<file path="src/rtl/rsr_pkg.sv">
package rsr_pkg;

    typedef enum logic [1:0] {
        CMD_HOLD  = 2'b00,
        CMD_PUSH  = 2'b01,
        CMD_POP   = 2'b10,
        CMD_HOLD2 = 2'b11
    } stk_cmd_e;

endpackage

</file>
<file path="src/rtl/rsr_stack_next.sv">
// Computes the next stack contents from the command; entry 0 is the top.
module rsr_stack_next
    import rsr_pkg::*;
#(
    parameter int STATE_W = 3,
    parameter int DEPTH   = 2
) (
    input  stk_cmd_e                       cmd,
    input  logic [STATE_W-1:0]             ret_state,
    input  logic [DEPTH-1:0][STATE_W-1:0]  stk_q,
    output logic [DEPTH-1:0][STATE_W-1:0]  stk_d
);

    for (genvar i = 0; i < DEPTH; i++) begin : g_entry
        logic [STATE_W-1:0] from_above;
        logic [STATE_W-1:0] from_below;

        if (i == 0) begin : g_top
            assign from_above = ret_state;
        end else begin : g_inner_a
            assign from_above = stk_q[i-1];
        end

        if (i == DEPTH-1) begin : g_bottom
            assign from_below = stk_q[i];      // deepest keeps its value on pop
        end else begin : g_inner_b
            assign from_below = stk_q[i+1];
        end

        always_comb begin
            unique case (cmd)
                CMD_PUSH: stk_d[i] = from_above;
                CMD_POP:  stk_d[i] = from_below;
                default:  stk_d[i] = stk_q[i];
            endcase
        end
    end

endmodule

</file>
<file path="src/rtl/rsr_scan_shift.sv">
// One-bit shift of the serial chain; bit 0 takes the scan input.
module rsr_scan_shift #(
    parameter int LEN = 9
) (
    input  logic [LEN-1:0] chain_q,
    input  logic           scan_in,
    output logic [LEN-1:0] chain_d
);

    assign chain_d = {chain_q[LEN-2:0], scan_in};

endmodule

</file>
<file path="src/rtl/ret_stack_reg.sv">
module ret_stack_reg
    import rsr_pkg::*;
#(
    parameter int STATE_W = 3,
    parameter int DEPTH   = 2   // must be at least 1
) (
    input  logic               clk,
    input  logic               rst,
    input  logic [1:0]         stk_cmd,
    input  logic [STATE_W-1:0] next_state,
    input  logic [STATE_W-1:0] ret_state,
    input  logic               test_en,
    input  logic               scan_in,
    output logic [STATE_W-1:0] cur_state,
    output logic [STATE_W-1:0] stack_top,
    output logic               scan_out
);

    localparam int STK_BITS  = STATE_W * DEPTH;
    localparam int CHAIN_LEN = STK_BITS + STATE_W;

    // Packed so that the bit order is the scan order: state at the LSBs,
    // then the top entry, with the deepest entry at the MSBs.
    typedef struct packed {
        logic [DEPTH-1:0][STATE_W-1:0] stk;
        logic [STATE_W-1:0]            state;
    } regs_t;

    regs_t regs_d, regs_q;

    logic [DEPTH-1:0][STATE_W-1:0] stk_func_d;
    logic [CHAIN_LEN-1:0]          chain_shift_d;
    logic [STK_BITS-1:0]           stk_flat;

    rsr_stack_next #(
        .STATE_W (STATE_W),
        .DEPTH   (DEPTH)
    ) u_stack_next (
        .cmd       (stk_cmd_e'(stk_cmd)),
        .ret_state (ret_state),
        .stk_q     (regs_q.stk),
        .stk_d     (stk_func_d)
    );

    rsr_scan_shift #(
        .LEN (CHAIN_LEN)
    ) u_scan_shift (
        .chain_q (regs_q),
        .scan_in (scan_in),
        .chain_d (chain_shift_d)
    );

    always_comb begin
        regs_d = regs_q;
        if (rst) begin
            regs_d = '0;
        end else if (test_en) begin
            regs_d = regs_t'(chain_shift_d);
        end else begin
            regs_d.state = next_state;
            regs_d.stk   = stk_func_d;
        end
    end

    always_ff @(negedge clk) begin
        regs_q <= regs_d;
    end

    assign stk_flat  = regs_q.stk;
    assign cur_state = regs_q.state;
    assign stack_top = regs_q.stk[0];
    assign scan_out  = regs_q.stk[DEPTH-1][STATE_W-1];

endmodule

</file>
<file path="config.mk">
export PLATFORM = sky130hd
export DESIGN_NAME = ret_stack_reg
export DESIGN_NICKNAME = d
export VERILOG_FILES = /design/src/rtl/rsr_pkg.sv /design/src/rtl/rsr_stack_next.sv /design/src/rtl/rsr_scan_shift.sv /design/src/rtl/ret_stack_reg.sv
export SDC_FILE = /design/constraint.sdc
export NUM_CORES = 1
export LEC_CHECK = 0
export ABC_CLOCK_PERIOD_IN_PS = 2100
export BUFFER_PORTS_ARGS = -buffer_cell sky130_fd_sc_hd__buf_2
export CORE_UTILIZATION = 35
export CTS_CLUSTER_SIZE = 40
export DETAILED_ROUTE_END_ITERATION = 10
export PLACE_DENSITY = 0.65
export SLEW_MARGIN = 0
export SYNTH_ARGS = -nofsm -noshare
export SYNTH_HDL_FRONTEND = slang
export SYNTH_SLANG_ARGS = --single-unit
</file>
<file path="constraint.sdc">
create_clock -name clk -period 2.1 [get_ports clk]
set_input_delay 0.105 -clock clk [delete_from_list [all_inputs] [get_ports clk]]
set_output_delay 0.105 -clock clk [all_outputs]
set_load 0.05 [all_outputs]
</file>
==> flow_summary_export.csv <==
group,metric,value,unit
status,outcome,"finished, final reports clean",
logic_synthesis,syn_nets,71,
global_route,antenna_found_initial,0,
global_route,grt_max_degree,14,
cts,htree_num_levels,1,
logic_synthesis,avgSynthCellArea,8.44,um2
logic_synthesis,yosysMostFrequentCell,"nor2_1",
worst_setup_path,start_kind,"flop",
worst_setup_path,r2r-start,"regs_q[7]",
min_path,whs_path_depth,2,
global_route,gr-total-overflow,0,
sta,maxSlewViolCount,0,
finish,layout-drive-gt1-share,31.7,%
cts,clock-sinks,9,
worst_setup_path,path_buf_inv,1,
sta,relSlewSlack,70.3,%
worst_setup_path,timing.rr.end,"stack_top[1]",
worst_setup_path,required,2000,ps
cts,post_cts_buffers,0,
route,wl_per_cell,9.69,um
pwr,power_leakage,0.000320,uW
finish,finish.net_count,95,
route,vias,479,
logic_synthesis,synth_common_cells,"12 x nor2_1, 9 x dfxtp_1, 6 x buf_4, 6 x nand2_1, 4 x nor2b_1",
die,die_width,39.7,um
placement,placed_cells,85,
global_route,grt_pass1_wl,1500,um
cts,root_buffer,"clkbuf_4",
pwr,vdd_drop_max,0.391,mV
logic_synthesis,yosysWarnings,0,
route,drc,0,
logic_synthesis,synth_top_area_cell,"dfxtp_1",
sta,final-hold-violation-count,0,
route,drtPass1Iterations,4,
die,pin_count,19,
flow_run,maxCapViolations,0,
cts,clk-insertion-delay-late,320,ps
logic_synthesis,netlist_instances,59,
logic_synthesis,synth_top_cell_area_share,36.2,%
cts,clk_pin_slew,30,ps
placement,dp_hpwl,699,um
worst_setup_path,end_kind,"primary output",
placement,port_buffers,18,
global_route,grt_pass1_vias,383,
die,die_h,39.7,um
sta,setup_viol,0,
global_route,track_usage,15.8,%
finish,synthToLayoutAreaGrowth,26.4,%
cts,ctsLongestPathBuffers,2,
logic_synthesis,synth-edff-count,0,
finish,area.sequential,180,um2
logic_synthesis,ys_ff_latch,9,
route,drt_iter0_drc,9,
die,dieArea,1580,um2
sta,setup_tns,0,ps
cts,ctsHoldBuffers,0,
die,initial_core_util,37.8,%
worst_setup_path,slowest_stage,"dfxtp_1",
finish,fill_cells,145,
worst_setup_path,r2r_slack,1170,ps
die,core-area,1320,um2
die,num_rows,13,
logic_synthesis,synth_area,498,um2
logic_synthesis,ys_top_cells_by_area,"dfxtp_1 36%, buf_4 9.0%, nor2_1 9.0%",
finish,multi_input_area,239,um2
placement,gp_congestion,0.752,
worst_setup_path,reg2reg_depth,3,
worst_setup_path,crit_chain,"buf_4",
worst_setup_path,cp_slowest_stage_delay,360,ps
cts,cts_tree,"yes",
finish,stdcell_count,97,
min_path,min_to,"cur_state[2]",
logic_synthesis,synthFlopType,"dfxtp_1",
logic_synthesis,ys_seq_area_share,36.2,%
finish,num_antenna_cells,0,
worst_setup_path,cpLargestDelayFamily,"flip-flops",
logic_synthesis,async_flop_share,0,%
logic_synthesis,synth_cell_types,18,
cts,cts_inserted_buffers,3,
route,via_per_inst,4.94,
worst_setup_path,critical_path_class,"flop to primary output",
worst_setup_path,crit_fanout,4,
worst_setup_path,critical_path_arrival,1950,ps
min_path,hold_start,"cur_state[1]",
route,finalWirelength,940,um
min_path,hold_class,"flop to flop",
sta,tightest_slew,445,ps
sta,rsz0062_at_grt,"no",
route,ant_nets,0,
pwr,power.density,785,nW/um2
sta,clock_skew,5.83,ps
-- sequential cells by signal, summed over array words and instances, names as in the netlist --
register	count
cur_state	3
stack_top	3
regs_q	2
scan_out	1
-- report_power, final --
part / leakage, uW / switching [uW] / internal [uW]
clock network: 0.0000671 / 100 / 90.9
registers: 0.0000745 / 9.99 / 185
logic: 0.000178 / 65.6 / 42.3
-- cells by family (layout without fill, tap and decap cells) --
| group | Yosys count | in the layout | synth area share, % |
|---|---|---|---|
| AOI/OAI and AO/OA | 6 | 6 | 10.8 |
| buffers and inverters | 11 | 34 | 15.8 |
| DFF | 9 | 9 | 36.2 |
| muxes | 3 | 3 | 6.03 |
| and+or+nand+nor | 30 | 30 | 31.2 |
-- per-stage QoR --
stage	cell area [um2]	utilization (%)	hold slack, ps	total power [uW]	setup slack (ps)
2_1_floorplan	498	-	465	313	190
3_3_place_gp	551	41.8	481	326	42.0
3_5_place_dp	551	41.8	487	328	13.3
4_1_cts	614	46.6	493	501	5.32
5_1_grt	629	47.8	530	539	3.14
6_report	629	47.8	487	494	47.2
-- routing by layer --
metal / routed length [um] / up-vias / GRT usage, %
li1: - / 243 / -
met1: 381 / 215 / 13.7
met2: 478 / 19 / 23.8
met3: 62 / 2 / 9.66
met4: 18 / 0 / 16.4
met5: 0 / - / 0
-- cell usage in the layout (no fill, tap or decap) --
master    count
a221o_1       2
a22oi_1       1
a311oi_1      3
buf_2        12
buf_4         5
buf_6         2
clkbuf_4      4
dfxtp_1       9
inv_1        11
mux2i_1       3
nand2_1       6
nor2_1       12
nor2_2        1
nor2b_1       4
nor3_1        1
nor3_2        1
nor4_1        3
nor4b_2       1
or2b_1        1
-- area by class of cell --
class / count / area share, %
Clock buffer: 3 / 3.58
Clock inverter: 10 / 5.96
Multi-Input combinational cell: 39 / 38.0
Sequential cell: 9 / 28.6
Inverter: 1 / 0.596
Tap cell: 15 / 2.98
Timing Repair Buffer: 20 / 20.3
-- worst max path at each step --
stage,depth (start not counted),start,slack (ps),endpoint
2_1_floorplan,4,stk_cmd[0],190,stack_top[1]
3_3_place_gp,5,stk_cmd[0],40,stack_top[1]
3_5_place_dp,5,stk_cmd[0],10,stack_top[0]
4_1_cts,1,scan_out,5,scan_out
5_1_grt,1,cur_state[2],3,cur_state[2]
6_report,1,stack_top[0],50,stack_top[0]
-- tightest hold or removal path, cell delays in order, from the launching register on --
cell	delay [ps]
dfxtp_1	310
mux2i_1	70
nor2_1	70
-- repair_timing --
item,in CTS,in global routing
resized for setup,3,7
endpoints found under the hold margin,0,0
setup endpoints to repair,3,5
Power figures use the tool's default switching activity.
